--- config.mk ---
export PLATFORM = sky130hd
export DESIGN_NAME = uart_rx_status
export DESIGN_NICKNAME = d
export VERILOG_FILES = /design/src/rtl/uart_rx_status_pkg.sv /design/src/rtl/rxs_flag_cell.sv /design/src/rtl/rxs_data_reg.sv /design/src/rtl/rxs_irq_reg.sv /design/src/rtl/uart_rx_status.sv
export SDC_FILE = /design/constraint.sdc
export NUM_CORES = 1
export LEC_CHECK = 0
export BUFFER_PORTS_ARGS = -buffer_cell sky130_fd_sc_hd__buf_2
export CORE_MARGIN = 5
export CORE_UTILIZATION = 35
export DETAILED_ROUTE_END_ITERATION = 6
export PLACE_DENSITY_LB_ADDON = 0.3
export SYNTH_ARGS = -nofsm -noshare
export SYNTH_HDL_FRONTEND = slang
export SYNTH_SLANG_ARGS = --single-unit
--- constraint.sdc ---
create_clock -name clk -period 1.3 [get_ports clk]
set_input_delay 0.26 -clock clk [delete_from_list [all_inputs] [get_ports clk]]
set_output_delay 0.26 -clock clk [all_outputs]
set_load 0.005 [all_outputs]
--- src/rtl/uart_rx_status_pkg.sv ---
package uart_rx_status_pkg;
  localparam int NFLAG   = 5;
  localparam int SW      = 8;
  // internal flag vector positions (match interrupt/enable order)
  localparam int FL_PE   = 0;
  localparam int FL_FE   = 1;
  localparam int FL_NF   = 2;
  localparam int FL_OVR  = 3;
  localparam int FL_FULL = 4;

  function automatic logic [SW-1:0] pack_status(input logic [NFLAG-1:0] f);
    logic [SW-1:0] s;
    s    = '0;
    s[5] = f[FL_FULL];
    s[3] = f[FL_OVR];
    s[2] = f[FL_NF];
    s[1] = f[FL_FE];
    s[0] = f[FL_PE];
    return s;
  endfunction
endpackage

--- src/rtl/rxs_flag_cell.sv ---
module rxs_flag_cell (
  input  logic clk,
  input  logic rst_n,
  input  logic set_i,
  input  logic rd_stat_i,
  input  logic rd_data_i,
  output logic flag_o,
  output logic clr_o
);
  logic flag_q, flag_d;
  logic arm_q, arm_d;
  logic clr;

  always_comb begin
    clr    = rd_data_i & arm_q;
    flag_d = set_i | (flag_q & ~clr);
    // arming is lost when the flag is cleared or set again
    arm_d  = ~set_i & ~clr & (arm_q | (rd_stat_i & flag_q));
  end

  always_ff @(posedge clk or negedge rst_n) begin
    if (!rst_n) begin
      flag_q <= 1'b0;
      arm_q  <= 1'b0;
    end else begin
      flag_q <= flag_d;
      arm_q  <= arm_d;
    end
  end

  assign flag_o = flag_q;
  assign clr_o  = clr;
endmodule

--- src/rtl/rxs_data_reg.sv ---
module rxs_data_reg #(
  parameter int DW = 8
) (
  input  logic          clk,
  input  logic          rst_n,
  input  logic          load_i,
  input  logic [DW-1:0] d_i,
  output logic [DW-1:0] q_o
);
  logic [DW-1:0] q_q, q_d;

  always_comb begin
    q_d = q_q;
    if (load_i) q_d = d_i;
  end

  always_ff @(posedge clk or negedge rst_n) begin
    if (!rst_n) q_q <= '0;
    else        q_q <= q_d;
  end

  assign q_o = q_q;
endmodule

--- src/rtl/rxs_irq_reg.sv ---
module rxs_irq_reg #(
  parameter int N = 5
) (
  input  logic         clk,
  input  logic         rst_n,
  input  logic [N-1:0] flags_i,
  input  logic [N-1:0] en_i,
  output logic [N-1:0] irq_o
);
  logic [N-1:0] irq_q, irq_d;

  always_comb irq_d = flags_i & en_i;

  always_ff @(posedge clk or negedge rst_n) begin
    if (!rst_n) irq_q <= '0;
    else        irq_q <= irq_d;
  end

  assign irq_o = irq_q;
endmodule

--- src/rtl/uart_rx_status.sv ---
module uart_rx_status
  import uart_rx_status_pkg::*;
#(
  parameter int DW = 8
) (
  input  logic             clk,
  input  logic             rst_n,
  input  logic             frm_valid_i,
  input  logic [DW-1:0]    frm_data_i,
  input  logic             frm_noise_i,
  input  logic             frm_ferr_i,
  input  logic             frm_perr_i,
  input  logic             stat_rd_i,
  input  logic             data_rd_i,
  input  logic [NFLAG-1:0] irq_en_i,
  output logic [SW-1:0]    stat_o,
  output logic [DW-1:0]    data_o,
  output logic [NFLAG-1:0] irq_o
);
  logic [NFLAG-1:0] flags;
  logic [NFLAG-1:0] clrs;
  logic [NFLAG-1:0] sets;
  logic             accept;

  always_comb begin
    // accepted when empty, or when emptied by this cycle's data read
    accept        = frm_valid_i & (~flags[FL_FULL] | clrs[FL_FULL]);
    sets          = '0;
    sets[FL_FULL] = accept;
    sets[FL_OVR]  = frm_valid_i & ~accept;
    sets[FL_NF]   = accept & frm_noise_i;
    sets[FL_FE]   = accept & frm_ferr_i;
    sets[FL_PE]   = accept & frm_perr_i;
  end

  for (genvar i = 0; i < NFLAG; i++) begin : g_flag
    rxs_flag_cell u_cell (
      .clk       (clk),
      .rst_n     (rst_n),
      .set_i     (sets[i]),
      .rd_stat_i (stat_rd_i),
      .rd_data_i (data_rd_i),
      .flag_o    (flags[i]),
      .clr_o     (clrs[i])
    );
  end

  rxs_data_reg #(.DW(DW)) u_data (
    .clk    (clk),
    .rst_n  (rst_n),
    .load_i (accept),
    .d_i    (frm_data_i),
    .q_o    (data_o)
  );

  rxs_irq_reg #(.N(NFLAG)) u_irq (
    .clk     (clk),
    .rst_n   (rst_n),
    .flags_i (flags),
    .en_i    (irq_en_i),
    .irq_o   (irq_o)
  );

  assign stat_o = pack_status(flags);
endmodule

==> reports/qor.csv <==
stage,metric,value,unit
layout,diodes,0,
grt,antenna_found_initial,0,
hold_path,min_from,frm_noise_i,
layout,n_fill_cell,270,
die,die_width,62.8,um
synthesis,synth.avg_cell_area,12.5,um2
layout,area_growth,23.1,%
hold_path,min_to,g_flag[2].u_cell.arm_q,
sta,setup_viol,0,
sta,rsz0062_at_grt,no,
critical_path,crit_type,reg2out,
synthesis,ys_warn_count,0,
synthesis,yosysUniqueCellTypes,21,
drt,wl_per_cell,12.9,um
drt,drc,0,
clock_tree,cts_tree,built,
pwr,vdd_ir_drop_max,933,uV
critical_path,slowest_delay,0.39,ns
clock_tree,cts-root-buf,clkbuf_4,
die,io-pin-count,42,
clock_tree,numCtsBuffers,3,
critical_path,arrival,0.98,ns
critical_path,rrSetupSlack,0.07,ns
hold_path,holdPathStages,2,
sta,slew_headroom,0.657,
drt,drtIter0Drc,19,
critical_path,r2r-start,g_flag[4].u_cell.arm_q,
hold_path,hold_class,in2reg,
pwr,p_per_area,1700,nW/um2
placed_design,portBuffers,38,
pwr,pwr-share-comb,0.309,
outcome,status,"finished, final reports clean",
clock_tree,cts.clk_slew.worst_paths,0.12,ns
sta,period_share,0.953,
grt,overflow,0,
sta,max_slew.worst_pin.slew,0.515,ns
pwr,p_leak,0.000610,uW
critical_path,path_buf_inv,2,
clock_tree,clock_sinks,23,
critical_path,critPathLaunchType,flop,
pwr,p_sw,588,uW
sta,fin_setup_tns,0,ns
pwr,power.internal,1450,uW
grt,grt_pass1_wl,3320,um
placed_design,gp_congestion,0.751,
sta,skew,0.00374,ns
critical_path,crit_chain,"buf_4, buf_2",
layout,drive_gt1_frac,0.491,
pwr,power_frac_seq,0.530,
layout,final_cell_mix,"38 x buf_2, 23 x dfrtp_1, 10 x mux2_2",
layout,final_util,0.443,
pwr,power_frac_clock,0.162,
layout,final_common_cell,buf_2,
clock_tree,clock_latency,0.31,ns
drt,vias,709,
placed_design,hpwl,1420,um
synthesis,ys_seq_elements,23,
critical_path,r2r_cells,3,
drt,via_per_inst,4.82,
die,rows,19,
sta,final_hold_viol_count,0,
layout,layout.nets,138,
critical_path,reg2reg_to,u_data.q_o[0],
synthesis,synth_cells,78,
die,chipHeight,62.8,um
grt,grt_pass1_vias,739,
clock_tree,cts_buffer_depth,2,
critical_path,worstPathRequired,1.04,ns
synthesis,yosysSeqAreaShare,0.590,
sta,layout_min_cycle_time,1.24,ns
critical_path,critPathMaxFanout,6,
sta,max_freq,0.808,GHz
grt,grt_max_degree,24,
drt,ant_nets,0,
run,cap_violations,0,
drt,wl,1890,um
die,start_util,0.360,
die,dieArea,3940,um2
sta,slew_viol_final,0,
critical_path,critPathTopFamily,flip-flops,
pwr,p_sw_frac,0.288,
grt,track_usage,0.104,
critical_path,slowest_stage,dfrtp_1,
critical_path,endpoint_kind,primary output,
synthesis,syn-cell-area,976,um2
drt,firstDrtPassIters,2,
clock_tree,htreeDepth,1,
die,core_area,2710,um2
-- cell usage after synthesis (all sizes together) --
master	count	area share
buf	9	0.073
dfrtp	23	0.59
inv	1	0.0038
a21bo	1	0.010
and2	6	0.041
o31ai	1	0.0077
conb	1	0.0038
a22o	3	0.027
clkbuf	1	0.0038
nand2b	3	0.019
nand3b	1	0.0077
and2b	1	0.0077
o221ai	1	0.0090
mux2	11	0.13
o22ai	1	0.0064
nand2	9	0.037
a21oi	5	0.026
-- layout make-up --
cell class,count,area (um2),area share
Inverter,1,3.75,0.00313
Sequential cell,23,576,0.479
Multi-Input combinational cell,46,334,0.278
Tap cell,31,38.8,0.0323
Timing Repair Buffer,42,223,0.185
Clock buffer,4,26.3,0.0219
-- routing by layer --
metal  GRT usage  vias to the layer above  wire length [um]  share of wire
met3      0.0432                        2               181          0.096
met2       0.165                       31               918           0.49
met4      0.0398                        0                16         0.0085
met1       0.124                      346               775           0.41
li1            -                      330                 -              -
met5           0                        -                 0              0
-- logic make-up (layout without fill, tap and decap cells) --
family,after synthesis,after routing,share of synthesized area
flip-flops,23,23,0.590
AND/OR/NAND/NOR,20,20,0.113
AO/OA/AOI/OAI,12,12,0.0859
multiplexers,11,11,0.127
buffers and inverters,11,47,0.0808
other,1,3,0.00384
-- state kept, by name, summed over array words and instances (netlist names) --
| signal | flops |
|---|---|
| g_flag.u_cell.arm_q | 5 |
| g_flag.u_cell.flag_o | 5 |
| u_data.q_o | 8 |
| u_irq.irq_o | 5 |
-- through the flow --
| step | total power [uW] | hold slack, ns | instances | worst slack, ns | cell area, um2 |
|---|---|---|---|---|---|
| after detailed placement | 1730 | 0.266 | 142 | 0.0304 | 1160 |
| after floorplan | 1510 | -0.0356 | 80 | 0.0606 | 983 |
| after CTS | 2070 | 0.0952 | 147 | 0.00843 | 1200 |
| final | 2040 | 0.110 | 147 | 0.0617 | 1200 |
| after global placement | 1710 | 0.257 | 142 | 0.0732 | 1160 |
| after global routing | 2210 | 0.0962 | 147 | 0.00873 | 1200 |
-- worst max-delay path by stage --
stage / startpoint / endpoint / cells after the start
after floorplan: g_flag[4].u_cell.flag_o / u_data.q_o[0] / 3
after global placement: g_flag[4].u_cell.arm_q / u_data.q_o[3] / 3
after detailed placement: g_flag[4].u_cell.arm_q / u_data.q_o[0] / 3
after CTS: g_flag[4].u_cell.arm_q / u_data.q_o[0] / 3
after global routing: g_flag[4].u_cell.flag_o / stat_o[5] / 2
final: g_flag[4].u_cell.flag_o / stat_o[5] / 2
-- power groups by stage --
| stage | registers [uW] | clock network [uW] | logic, uW |
|---|---|---|---|
| 6_report | 1080 | 329 | 629 |
| 2_1_floorplan | 1100 | 0 | 403 |
| 3_5_place_dp | 1100 | 0 | 632 |
| 5_1_grt | 1120 | 380 | 710 |
| 3_3_place_gp | 1090 | 0 | 619 |
| 4_1_cts | 1080 | 348 | 639 |
-- timing repair --
item | CTS | global route
setup buffers | 0 | 0
hold buffers | 1 | 0
endpoints found under the setup margin | 0 | 8
resized for setup | 0 | 1
hold endpoints to repair | 23 | 0
(Power assumes the default switching activity.)
